--- src/rtl/flash_sr_pkg.sv ---
package flash_sr_pkg;

  localparam int unsigned SR_W    = 8;
  localparam int unsigned BP_W    = 4;
  localparam int unsigned WIP_BIT = 0;
  localparam int unsigned WEL_BIT = 1;
  localparam int unsigned BP_LSB  = 2;
  localparam int unsigned DIS_BIT = BP_LSB + BP_W;
  localparam int unsigned SRP_BIT = DIS_BIT + 1;

  typedef struct packed {
    logic            srp;
    logic            dis;
    logic [BP_W-1:0] bp;
  } nv_fields_t;

  // Next non-volatile contents for a write: frozen fields keep their value.
  function automatic nv_fields_t sr_merge(
    input nv_fields_t      cur,
    input logic [SR_W-1:0] data,
    input logic            frozen,
    input logic            otp
  );
    nv_fields_t n;
    n.dis = data[DIS_BIT];
    n.bp  = frozen ? cur.bp : data[BP_LSB +: BP_W];
    n.srp = (frozen || otp) ? cur.srp : data[SRP_BIT];
    return n;
  endfunction

endpackage

--- src/rtl/fsr_rst_sync.sv ---
module fsr_rst_sync #(
  parameter int unsigned STAGES = 2
) (
  input  logic clk,
  input  logic arst_n,
  output logic rst_n_o
);
  logic [STAGES-1:0] sync_q;

  always_ff @(posedge clk or negedge arst_n) begin
    if (!arst_n) sync_q <= '0;
    else         sync_q <= {sync_q[STAGES-2:0], 1'b1};
  end

  assign rst_n_o = sync_q[STAGES-1];
endmodule

--- src/rtl/fsr_wr_timer.sv ---
module fsr_wr_timer #(
  parameter int unsigned CYCLES = 8
) (
  input  logic clk,
  input  logic rst_n,
  input  logic start,
  output logic busy,
  output logic finish
);
  localparam int unsigned CNT_W = (CYCLES > 1) ? $clog2(CYCLES) : 1;
  localparam logic [CNT_W-1:0] LAST = CNT_W'(CYCLES - 1);

  logic             busy_q, busy_d;
  logic [CNT_W-1:0] cnt_q, cnt_d;

  always_comb begin
    busy_d = busy_q;
    cnt_d  = cnt_q;
    finish = 1'b0;
    if (busy_q) begin
      if (cnt_q == '0) begin
        finish = 1'b1;
        busy_d = 1'b0;
      end else begin
        cnt_d = cnt_q - 1'b1;
      end
    end else if (start) begin
      busy_d = 1'b1;
      cnt_d  = LAST;
    end
  end

  always_ff @(posedge clk or negedge rst_n) begin
    if (!rst_n) begin
      busy_q <= 1'b0;
      cnt_q  <= '0;
    end else begin
      busy_q <= busy_d;
      cnt_q  <= cnt_d;
    end
  end

  assign busy = busy_q;
endmodule

--- src/rtl/fsr_nv_store.sv ---
module fsr_nv_store
  import flash_sr_pkg::*;
(
  input  logic            clk,
  input  logic            rst_n,
  input  logic            accept,
  input  logic            commit,
  input  logic [SR_W-1:0] wr_data,
  input  logic            frozen,
  input  logic            otp_mode,
  output nv_fields_t      fields_o,
  output logic            otp_lock_o
);
  nv_fields_t cur_q, cur_d, pend_q, pend_d;
  logic       lock_q, lock_d, pset_q, pset_d;

  always_comb begin
    pend_d = pend_q;
    pset_d = pset_q;
    cur_d  = cur_q;
    lock_d = lock_q;
    if (accept) begin
      pend_d = sr_merge(cur_q, wr_data, frozen, otp_mode);
      pset_d = otp_mode & wr_data[SRP_BIT];
    end
    if (commit) begin
      cur_d  = pend_q;
      lock_d = lock_q | pset_q;
    end
  end

  always_ff @(posedge clk or negedge rst_n) begin
    if (!rst_n) begin
      cur_q  <= '0;
      pend_q <= '0;
      lock_q <= 1'b0;
      pset_q <= 1'b0;
    end else begin
      cur_q  <= cur_d;
      pend_q <= pend_d;
      lock_q <= lock_d;
      pset_q <= pset_d;
    end
  end

  assign fields_o   = cur_q;
  assign otp_lock_o = lock_q;
endmodule

--- src/rtl/flash_sr_core.sv ---
module flash_sr_core
  import flash_sr_pkg::*;
#(
  parameter int unsigned WR_CYCLES   = 8,
  parameter int unsigned SYNC_STAGES = 2
) (
  input  logic            clk,
  input  logic            por_n,
  input  logic            srst_n,
  input  logic            wrsr_req,
  input  logic [SR_W-1:0] wrsr_data,
  input  logic            wren,
  input  logic            wrdi,
  input  logic            eng_busy,
  input  logic            eng_done,
  input  logic            wp_n,
  input  logic            otp_mode,
  output logic [SR_W-1:0] sr_rd,
  output logic [BP_W-1:0] prot_code,
  output logic            pin_en,
  output logic            hw_prot,
  output logic            otp_lock
);
  logic       nv_rst_n, vol_rst_n;
  logic       wr_busy, wr_done, accept, wip;
  logic       wel_q, wel_d;
  nv_fields_t nv;

  fsr_rst_sync #(.STAGES(SYNC_STAGES)) u_por_sync (
    .clk(clk), .arst_n(por_n), .rst_n_o(nv_rst_n)
  );
  fsr_rst_sync #(.STAGES(SYNC_STAGES)) u_vol_sync (
    .clk(clk), .arst_n(por_n & srst_n), .rst_n_o(vol_rst_n)
  );

  assign wip    = eng_busy | wr_busy;
  assign accept = wrsr_req & wel_q & ~wip;

  fsr_wr_timer #(.CYCLES(WR_CYCLES)) u_timer (
    .clk(clk), .rst_n(vol_rst_n), .start(accept),
    .busy(wr_busy), .finish(wr_done)
  );

  assign hw_prot = nv.srp & ~wp_n & ~nv.dis;

  fsr_nv_store u_nv (
    .clk(clk), .rst_n(nv_rst_n), .accept(accept), .commit(wr_done),
    .wr_data(wrsr_data), .frozen(hw_prot), .otp_mode(otp_mode),
    .fields_o(nv), .otp_lock_o(otp_lock)
  );

  always_comb begin
    wel_d = wel_q;
    if (wr_done || eng_done) wel_d = 1'b0;
    else if (!wip) begin
      if (wrdi)      wel_d = 1'b0;
      else if (wren) wel_d = 1'b1;
    end
  end

  always_ff @(posedge clk or negedge vol_rst_n) begin
    if (!vol_rst_n) wel_q <= 1'b0;
    else            wel_q <= wel_d;
  end

  always_comb begin
    sr_rd                     = '0;
    sr_rd[WIP_BIT]            = wip;
    sr_rd[WEL_BIT]            = wel_q;
    sr_rd[BP_LSB +: BP_W]     = nv.bp;
    sr_rd[DIS_BIT]            = nv.dis;
    sr_rd[SRP_BIT]            = otp_mode ? otp_lock : nv.srp;
  end

  assign prot_code = nv.bp;
  assign pin_en    = ~nv.dis;
endmodule

--- config.mk ---
export PLATFORM = sky130hd
export DESIGN_NAME = flash_sr_core
export DESIGN_NICKNAME = d
export VERILOG_FILES = /design/src/rtl/flash_sr_pkg.sv /design/src/rtl/fsr_rst_sync.sv /design/src/rtl/fsr_wr_timer.sv /design/src/rtl/fsr_nv_store.sv /design/src/rtl/flash_sr_core.sv
export SDC_FILE = /design/constraint.sdc
export NUM_CORES = 1
export LEC_CHECK = 0
export CORE_MARGIN = 2
export CORE_UTILIZATION = 45
export DETAILED_ROUTE_END_ITERATION = 10
export PLACE_DENSITY = 0.77
export SLEW_MARGIN = 0
export SYNTH_ARGS = -nofsm -noshare
export SYNTH_HDL_FRONTEND = slang
export SYNTH_SLANG_ARGS = --single-unit
--- constraint.sdc ---
create_clock -name clk -period 0.9 [get_ports clk]
set_input_delay 0.135 -clock clk [delete_from_list [all_inputs] [get_ports clk]]
set_output_delay 0.135 -clock clk [all_outputs]
set_load 0.02 [all_outputs]
== Word-level counts from Yosys, hierarchy flattened ==
Cells that the tools add are included.

* Output and inout bits: 15
* Input port bits: 18
* Bits in registers: 23
* Word-level logic and storage cells: 49

* Bitwise operators: 11
* Reductions and logical operators: 7
* $add $sub $neg: 1
* Eq/ne operators: 2
* Multiplexer cells: 15

{| class="wikitable"
|+ Operator list
! kind !! number
|-
| $mux 1 || 11
|-
| $mux 3 || 3
|-
| $and 1x1->1 || 6
|-
| $mux 4 || 1
|-
| $reduce_and 2->1 || 2
|-
| $logic_not 3->1 || 1
|-
| $not 1->1 || 3
|-
| $reduce_bool 3->1 || 1
|-
| $sub 3x1->3 const B || 1
|-
| $logic_or 1x1->1 || 2
|-
| $ne 2x1->1 const B || 1
|-
| $ne 2x2->1 const B || 1
|-
| $or 1x1->1 || 2
|-
| $reduce_bool 2->1 || 1
|}

== Longest topological paths before layout ==
Gate-level depths: netlist (run 1).

* Word-level depth: 6
* Depth in mapped cells: 5
* Gate-level depth less buffers: 5

== By module ==
A second synthesis (run 1) with hierarchy kept.

* Cell total of the unflattened synthesis: 88
* Area total of the unflattened synthesis: 1,033.5 um^2

{| class="wikitable"
|+ Modules (own cells, without submodules)
! module !! cells each !! times used !! seq. area each (um^2) !! area an instance (um^2)
|-
| fsr_nv_store || 44 || 1 || 350.3 || 570.5
|-
| fsr_wr_timer || 20 || 1 || 100.1 || 214.0
|-
| flash_sr_core || 18 || 1 || 25.0 || 141.4
|-
| fsr_rst_sync || 3 || 2 || 50.0 || 53.8
|}

== Least setup slack after synthesis (run 1) ==
No wires, ideal clock.

* Kind: reg2reg
* Start: register u_nv.cur_q (netlist bit u_nv.fields_o[4])
* End: register u_nv.pend_q[0] (netlist name)
* Required time: 0.778 ns
* Clock period less this slack: 1.316 ns
* Setup time: 0.122 ns
* Slack: -0.416 ns
* Data arrival time: 1.194 ns
* Buffers on the path: 0
* Stages on the path, launching flop included: 4
* Cells stage by stage: dfrtp_1 nor3b_4 mux2i_1 a21oi_2

* Longest elaborated chain between the ends: 3

{| class="wikitable"
|+ Ends and longest elaborated chain
! item !! RTL line !! RTL
|-
| start: declaration || fsr_nv_store.sv:14 || <nowiki>nv_fields_t cur_q, cur_d, pend_q, pend_d;</nowiki>
|-
| start signal: assignment || fsr_nv_store.sv:39 || <nowiki>cur_q <= cur_d;</nowiki>
|-
| $not 1->1 || flash_sr_core.sv:44 || <nowiki>assign hw_prot = nv.srp & ~wp_n & ~nv.dis;</nowiki>
|-
| $and 1x1->1 || flash_sr_core.sv:44 ||
|-
| via hw_prot || flash_sr_core.sv:21 || <nowiki>output logic hw_prot,</nowiki>
|-
| $mux 4 || flash_sr_pkg.sv:26 || <nowiki>n.bp = frozen ? cur.bp : data[BP_LSB +: BP_W];</nowiki>
|-
| end signal: assignment || fsr_nv_store.sv:40 || <nowiki>pend_q <= pend_d;</nowiki>
|-
| end: declaration || fsr_nv_store.sv:14 ||
|}

The timed path passes the listed nets, and every way through them passes these cells.
A chain may end at the register's enable or synchronous reset.

== Worst setup path in the final report (run 1) ==
* Start: register u_timer.busy_q, in the netlist u_timer.busy
* End: register u_nv.pend_q[4] (netlist name)

* Longest elaborated chain between the ends: 3

{| class="wikitable"
|+ Ends and longest elaborated chain
! item !! RTL line !! RTL
|-
| start: declaration || fsr_wr_timer.sv:13 || <nowiki>logic busy_q, busy_d;</nowiki>
|-
| start signal: assignment || fsr_wr_timer.sv:38 || <nowiki>busy_q <= busy_d;</nowiki>
|-
| $or 1x1->1 || flash_sr_core.sv:36 || <nowiki>assign wip = eng_busy | wr_busy;</nowiki>
|-
| $not 1->1 || flash_sr_core.sv:37 || <nowiki>assign accept = wrsr_req & wel_q & ~wip;</nowiki>
|-
| $and 1x1->1 || flash_sr_core.sv:37 ||
|}

Every way passes these cells.

==> reports/metrics.cfg, run 1 <==
[job]
max-cap-violations=0

[synth]
synth_ff_type=dfrtp_1
synth_top_area_share_pct=53.7
synth-warning-count=0
syn_area_per_cell_um2=11.8
synth_area_mm2=0.00107
ys_seq_elements=23
synth.top_cells.by_count=23 x dfrtp_1, 12 x buf_4, 8 x inv_1, 7 x mux2_2, 7 x nor2_1
synthArstFlopShare_pct=100
synth_cells=91
synthTopCellsByArea=dfrtp_1 54%, buf_4 8.4%, mux2_2 7.4%
yosysMostFrequentCell=dfrtp_1
yosys.area.top_type=dfrtp_1
synth_edf_count=0
post_synth_num_cell_types=26
seq_area_frac_synth_pct=53.7

[pwr]
ir_drop_mv=1.97
seq_power_share_pct=34.4
power_switching_mw=1.79
clkPwrFrac_pct=9.4
pwr_density_cell_mw_per_mm2=2970
p_int_mw=3.25
p_sw_share_pct=35.5
power.leakage_nw=0.811
comb_power_share_pct=56.3

[run_status]
outcome=finished with violations
violations=setup timing

[global_routing]
grt_max_degree=15
grt_usage_pct=18.8
antenna_found_initial=0
grt_pass1_vias=895
grt_pass1_wl_um=3750
grt_overflow=0

[critical_path]
critPathTopFamily=flip-flops
path_max_fanout=4
worstPathArrival_ns=1.52
worstPathCellList=nor4bb_4 -> buf_4 -> mux2_4
worstSetupStartpointType=register
cp_num_buf_inv=1
cp_slowest_stage_delay_ns=0.47
required_ns=1.12
path_class=reg -> reg
endpoint_kind=register
crit_slowest_cell=dfrtp_2

[final_layout]
fillers=138
utilization_pct=75.9
fin_nets=163
drive_above_1_share_pct=51.4
diodes=0
syn2layout_area_growth_pct=58.2

[timing]
hold_viol_final=0
tns_ns=-9.57
rsz0062_at_grt=true
max_freq_mhz=766
finalCritPeriodShare_pct=145
period_minus_slack_ns=1.31
fin_ws_ns=-0.406
setup_violations=34
slew_violations=0
finClkSkew_ns=0.0210

[clock_tree]
cts_max_level=1
clockRootBuffer=clkbuf_4
clk_pin_slew_ns=0.14
numClockSinks=23
numCtsBuffers=3
clock_path_buffers=2
clock_latency_ns=0.31
tritoncts=yes

[drt]
drt-met1-wl_um=1000
drtPass1Iterations=4
drc_errors=0
drt-total-wl_um=2340
avgViaCountPerCell=4.78
met3_length_um=76
highest_layer=met4
drtIter0Drc=4
routedWlPerCell_um=13.7
ant_nets=0
vias=812
wl_met2_um=1240

[floorplan]
core_area_mm2=0.00223
ios=33
initial_utilization_pct=48.0
rows=17
dieArea_mm2=0.00279
die_x_um=52.8
die_height_um=52.8

[min_path]
hold_class=in -> async

[place]
dpl.hpwl_um=1640
numPortBuffers=30
routabilityCongestion=0.714

## layout make-up
class | count | area [um2] | share of cell area [%]
timing repair buffer | 59 | 569 | 33.6
clock buffer | 3 | 22.5 | 1.33
clock inverter | 1 | 5.00 | 0.295
multi-input combinational | 48 | 455 | 26.9
tap | 28 | 35.0 | 2.07
sequential | 23 | 577 | 34.0
inverter | 8 | 30.0 | 1.77
## what timing repair did
item / CTS / global route
buffers inserted: 6 / 4
hold buffers: 1 / 0
endpoints found under the setup margin: 34 / 34
hold endpoints to repair: 2 / 0
resized for setup: 95 / 17
pin swaps: 4 / 1
## cell usage in the layout (no fill, tap or decap), drive strengths merged, types with 3 or more instances in the layout
cell type,count
clkdlybuf4s50,15
clkbuf,3
mux2i,6
buf,43
dfrtp,23
o21ai,4
mux2,7
inv,8
a21oi,5
nor2,7
## layer usage
metal  track usage (%)  vias to the layer above
met5                 0                        -
met2              34.6                       19
li1                  -                      396
met1              21.5                      395
met3              2.57                        2
met4              7.69                        0
## state kept, by name, summed over array words and instances, names as in the netlist
signal             cells
u_nv.otp_lock_o        1
u_timer.busy           1
u_vol_sync.sync_q      2
wel_q                  1
u_timer.cnt_q          3
u_por_sync.sync_q      2
u_nv.fields_o          6
u_nv.pset_q            1
u_nv.pend_q            6
## worst reg2reg max path: stages (launching register included)
cell and delay [ns]:
dfrtp_2 0.47, nor4bb_4 0.25, buf_4 0.18, mux2_4 0.30
## final timing paths
| check | start | end | slack [ns] | cells past startpoint |
|---|---|---|---|---|
| max | u_timer.busy | u_nv.pend_q[4] | -0.41 | 3 |
| min | srst_n | u_vol_sync.sync_q[0] | 0.05 | 2 |
| max reg2reg | u_timer.busy | u_nv.pend_q[4] | -0.41 | 3 |
| min reg2reg | u_vol_sync.sync_q[1] | u_timer.cnt_q[1] | 0.09 | 0 |
| max in group asynchronous | por_n | u_vol_sync.sync_q[1] | 0.11 | 3 |
| min in group clk | u_vol_sync.sync_q[0] | u_vol_sync.sync_q[1] | 0.37 | 0 |
## cells by family (layout without fill, tap and decap cells)
family                     Yosys count  after routing  share of synthesized area (%)
and+or+nand+nor                     18             18                           9.81
AOI/OAI and AO/OA                   13             13                           8.53
buffers and inverters               21             71                           12.3
muxes                               13             13                           13.0
adders and majority gates            2              2                           2.34
DFF                                 23             23                           53.7
other                                1              2                          0.350
## power groups by stage
stage,Combinational (mW),Clock [mW],Sequential (mW)
6_report,2.83,0.471,1.73
5_1_grt,3.05,0.540,1.78
4_1_cts,2.60,0.482,1.70
3_5_place_dp,2.39,0,1.70
3_3_place_gp,2.30,0,1.67
2_1_floorplan,1.50,0,1.70
## stage by stage
step,instance area (um2),total power [mW],instances,setup slack [ns],hold slack (ns)
after floorplan,1110,3.20,92,-0.396,-0.161
after global placement,1510,3.98,157,-0.712,0.0810
after detailed placement,1510,4.09,157,-0.729,0.0880
after CTS,1630,4.78,168,-0.396,0.0505
after global routing,1690,5.37,170,-0.456,0.0472
final,1690,5.03,170,-0.406,0.0482
Power figures use the tool's default switching activity.
==> run 2, diff against run 1 <==
--- a/config.mk
+++ b/config.mk
@@ -5,7 +5,7 @@
 export SDC_FILE = /design/constraint.sdc
 export NUM_CORES = 1
 export LEC_CHECK = 0
-export CORE_MARGIN = 2
+export CORE_MARGIN = 3
 export CORE_UTILIZATION = 45
 export DETAILED_ROUTE_END_ITERATION = 10
 export PLACE_DENSITY = 0.77
==> run 2 against run 1 <==
Net effect: the run still ends with setup timing left; clock-buffer cell count did not move; power rose by 9.1%; clock power barely moved; hold slack improved by 0.018 ns; die area rose by 7.7%; routed wire length rose by 18%; final area rose by 6.0%; fmax fell by 2.1%; sequential cell count did not move.
==> reports/metrics.cfg, run 2 (synthesized netlist as in run 1, its figures left out) <==
[run_status]
outcome=finished with violations
violations=setup timing

[pwr]
clkPwrFrac_pct=8.6
power_switching_mw=2.04
power.leakage_nw=0.862
p_int_mw=3.45
comb_power_share_pct=59.6
p_sw_share_pct=37.2
ir_drop_mv=2.11
seq_power_share_pct=31.8
pwr_density_cell_mw_per_mm2=3060

[final_layout]
diodes=0
fin_nets=169
syn2layout_area_growth_pct=67.6
fillers=133
final_common_cell=buf_6
most-common-layout-cells=25 x buf_6, 24 x buf_4, 22 x dfrtp_1
drive_above_1_share_pct=57.4
utilization_pct=80.4

[timing]
hold_viol_final=0
slew_violations=0
rsz0062_at_grt=true
max_freq_mhz=749
finClkSkew_ns=0.00273
setup_violations=34
fin_ws_ns=-0.434
period_minus_slack_ns=1.33
holdWs_ns=0.0667
finalCritPeriodShare_pct=148

[clock_tree]
numCtsBuffers=3
clock_path_buffers=2
cts_max_level=1
clockRootBuffer=clkbuf_4
clk_pin_slew_ns=0.12
tritoncts=yes
numClockSinks=23
clock_latency_ns=0.31

[place]
numPortBuffers=30
routabilityCongestion=0.727
dpl.hpwl_um=1750

[drt]
vias=849
drtPass1Iterations=4
ant_nets=0
drc_errors=0
avgViaCountPerCell=4.82
drtIter0Drc=5
drt-total-wl_um=2750
routedWlPerCell_um=15.6

[global_routing]
grt_overflow=0
grt_pass1_wl_um=3700
grt_usage_pct=17.9
grt_pass1_vias=865
antenna_found_initial=0
grt_max_degree=15

[floorplan]
rows=17
dieArea_mm2=0.00300
core_area_mm2=0.00223
die_x_um=54.8
initial_utilization_pct=48.0
ios=33
die_height_um=54.8

[critical_path]
required_ns=1.14
path_class=reg -> reg
rrSetupSlack_ns=-0.43
path_max_fanout=6
worstPathArrival_ns=1.57
reg2reg_depth=5
endpoint_kind=register
worstSetupStartpointType=register

[job]
max-cap-violations=0

[min_path]
hold_class=in -> async

==> run 2: changes by cell type in the layout (fill, tap and decap cells not counted), sizes merged <==
cell  previous run  this run
buf             43        49
==> run 2: final cells by class <==
type | instances | area (um2) | share of cell area [%]
well taps | 28 | 35.0 | 1.95
multi-input cells | 48 | 499 | 27.8
flip-flops and latches | 23 | 577 | 32.1
inverters | 8 | 35.0 | 1.95
repair buffers | 65 | 622 | 34.6
clock buffers | 3 | 22.5 | 1.25
clock inverters | 1 | 5.00 | 0.279
==> run 2: final timing paths <==
path,endpoint,startpoint
max reg2reg,u_timer.cnt_q[0],u_timer.busy
max in group asynchronous,u_vol_sync.sync_q[1],por_n
max,u_timer.cnt_q[0],u_timer.busy
min,u_vol_sync.sync_q[0],srst_n
min reg2reg,u_timer.cnt_q[1],u_vol_sync.sync_q[1]
min in group clk,u_por_sync.sync_q[1],u_por_sync.sync_q[0]
==> run 2: worst max-delay path, cell delays in order, from the launching register on <==
cell      delay [ns]
dfrtp_2         0.47
nor4bb_4        0.27
buf_4           0.19
buf_6           0.13
nor2_1          0.04
mux2i_1         0.16
==> run 2: power groups by stage <==
stage                     registers (mW)  clock network, mW  logic, mW
final                               1.75              0.474       3.27
after global routing                1.80              0.565       3.48
after CTS                           1.71              0.483       2.89
after detailed placement            1.71                  0       2.41
after global placement              1.68                  0       2.27
after floorplan                     1.70                  0       1.50
==> run 2: metrics by stage <==
stage	area [um2]	setup WS, ns	setup TNS, ns	power (mW)	cells
floorplan	1110	-0.396	-5.71	3.20	92
global placement	1510	-0.711	-14.00	3.95	157
detailed placement	1510	-0.738	-14.74	4.11	157
CTS	1700	-0.418	-10.01	5.08	174
global route	1800	-0.539	-12.39	5.84	176
finish	1800	-0.434	-10.32	5.49	176
==> run 2: per-layer routing <==
metal | track usage, % | wire length [um] | part of all wire [%]
met1 | 19.8 | 1060 | 38
met2 | 33.1 | 1520 | 55
met3 | 3.27 | 111 | 4.0
met4 | 7.05 | 62 | 2.3
met5 | 0 | 0 | 0
==> run 2: what timing repair did <==
item                                    CTS  global route
pin swaps                                 5             8
setup buffers                            12             7
hold buffers                              1             0
resized for setup                       102            24
endpoints found under the setup margin   34            34
hold endpoints to repair                  2             0
==> run 3, diff against run 2 <==
--- a/config.mk
+++ b/config.mk
@@ -6,9 +6,9 @@
 export NUM_CORES = 1
 export LEC_CHECK = 0
 export CORE_MARGIN = 3
-export CORE_UTILIZATION = 45
+export CORE_UTILIZATION = 41
 export DETAILED_ROUTE_END_ITERATION = 10
-export PLACE_DENSITY = 0.77
+export PLACE_DENSITY = 0.74
 export SLEW_MARGIN = 0
 export SYNTH_ARGS = -nofsm -noshare
 export SYNTH_HDL_FRONTEND = slang
==> constraint.sdc (replaced) <==
create_clock -name clk -period 1.2 [get_ports clk]
set_input_delay 0.18 -clock clk [delete_from_list [all_inputs] [get_ports clk]]
set_output_delay 0.18 -clock clk [all_outputs]
set_load 0.02 [all_outputs]
==> run 3 against run 2 <==
Net effect: the flow still finishes with violations (setup timing); largest power group unchanged; final area is 6.4% lower; final cell count is 6.8% lower; clock skew is 0.0061 ns higher; largest cell class is now registers; hold slack better by 0.035 ns; critical path type is now in -> out; non-clock buffer count is 12 lower; global-route usage is 2.3 points lower; power is 33% lower; worst setup slack better by 0.30 ns.
==> reports/metrics.cfg, run 3 (synthesized netlist as in run 1, its figures left out) <==
[run_status]
outcome=finished with violations
violations=setup timing

[timing]
slew_violations=0
slew_headroom_pct=61.5
finClkSkew_ns=0.00886
tns_ns=-1.58
rsz0062_at_grt=true
finalCritPeriodShare_pct=111
period_minus_slack_ns=1.34
max_freq_mhz=748
fin_ws_ns=-0.136
setup_violations=19
holdWs_ns=0.101
hold_viol_final=0
worst-slew-pin-transition_ns=0.577

[clock_tree]
clockRootBuffer=clkbuf_4
numCtsBuffers=3
tritoncts=yes
numClockSinks=23
clk_pin_slew_ns=0.13
cts_max_level=1
clock_path_buffers=2
clock_latency_ns=0.31

[pwr]
power_mw=3.67
power.leakage_nw=0.788
ir_drop_mv=1.54
pwr_density_cell_mw_per_mm2=2180

[critical_path]
worstPathArrival_ns=1.16
path_max_fanout=2
rrSetupSlack_ns=-0.13
cp_num_buf_inv=2
cp_slowest_stage_delay_ns=0.50
critPathTopFamily=buffers and inverters
worstPathCellList=clkdlybuf4s50_1 -> mux2_2 -> buf_6
endpoint_kind=output pin
crit_slowest_cell=clkdlybuf4s50_1
path_class=in -> out
required_ns=1.02
worstSetupStartpointType=input port

[place]
post-place-ws_ns=-0.509
dpl.hpwl_um=1610
place_area_mm2=0.00144
routabilityCongestion=0.723
place_inst=152
numPortBuffers=30

[final_layout]
diodes=0
syn2layout_area_growth_pct=56.9
final_common_cell=dfrtp_1
fin_nets=157
final_cell_area_mm2=0.00168
finalNonFillerCells=164
utilization_pct=71.8
most-common-layout-cells=22 x dfrtp_1, 15 x clkdlybuf4s50_1, 14 x buf_6
drive_above_1_share_pct=55.9

[floorplan]
die_x_um=57.1
die_height_um=57.1
core_area_mm2=0.00234
initial_utilization_pct=45.8
dieArea_mm2=0.00326
rows=17
ios=33

[drt]
drtPass1Iterations=4
avgViaCountPerCell=4.91
drt-total-wl_um=2480
ant_nets=0
routedWlPerCell_um=15.1
drc_errors=0
drtIter0Drc=16
vias=806

[global_routing]
grt_overflow=0
antenna_found_initial=0
grt_usage_pct=15.5
grt_pass1_wl_um=3920
grt_max_degree=15
grt_pass1_vias=879

[job]
max-cap-violations=0

[min_path]
hold_class=reg -> async

-- run 3: cell types whose count changed in the layout (fill, tap and decap cells not counted), moves of 3 or more --
cell / change
buf_4: -11
buf_6: -11
buf_2: +8
nor2_4: +4
nor2_1: -3
o21ai_1: +3
-- run 3: power by group --
part           switching (mW)  internal (mW)
combinational           0.899           1.09
clock                   0.231          0.130
sequential              0.253           1.07
-- run 3: what timing repair did --
action,in CTS,in global routing
hold endpoints to repair,0,2
buffers inserted,4,4
gates cloned,1,0
pin swaps,8,6
endpoints found under the setup margin,33,33
hold buffers,0,1
gates resized for setup,89,38
-- run 3: per-layer routing --
metal	vias up	track usage (%)	part of all wire (%)
met4	0	5.63	0.40
met3	2	3.39	2.8
li1	378	-	-
met1	413	17.4	38
met5	-	0	0
met2	13	28.7	59
-- run 3: area by class of cell --
type / count / area, um2
multi-input combinational: 48 / 522
fill: 164 / 659
timing repair buffer: 53 / 490
sequential: 23 / 577
tap: 28 / 35.0
inverter: 8 / 30.0
clock buffer: 4 / 26.3
-- run 3: worst paths after layout --
path | startpoint | endpoint | depth (start not counted)
max in group asynchronous | por_n | u_vol_sync.sync_q[1] | 3
min in group clk | u_vol_sync.sync_q[0] | u_vol_sync.sync_q[1] | 0
worst min register to register | u_vol_sync.sync_q[1] | wel_q | 0
worst max-delay path | otp_mode | sr_rd[7] | 3
worst min-delay path | u_vol_sync.sync_q[1] | wel_q | 0
worst max register to register | u_timer.cnt_q[0] | u_nv.fields_o[0] | 5
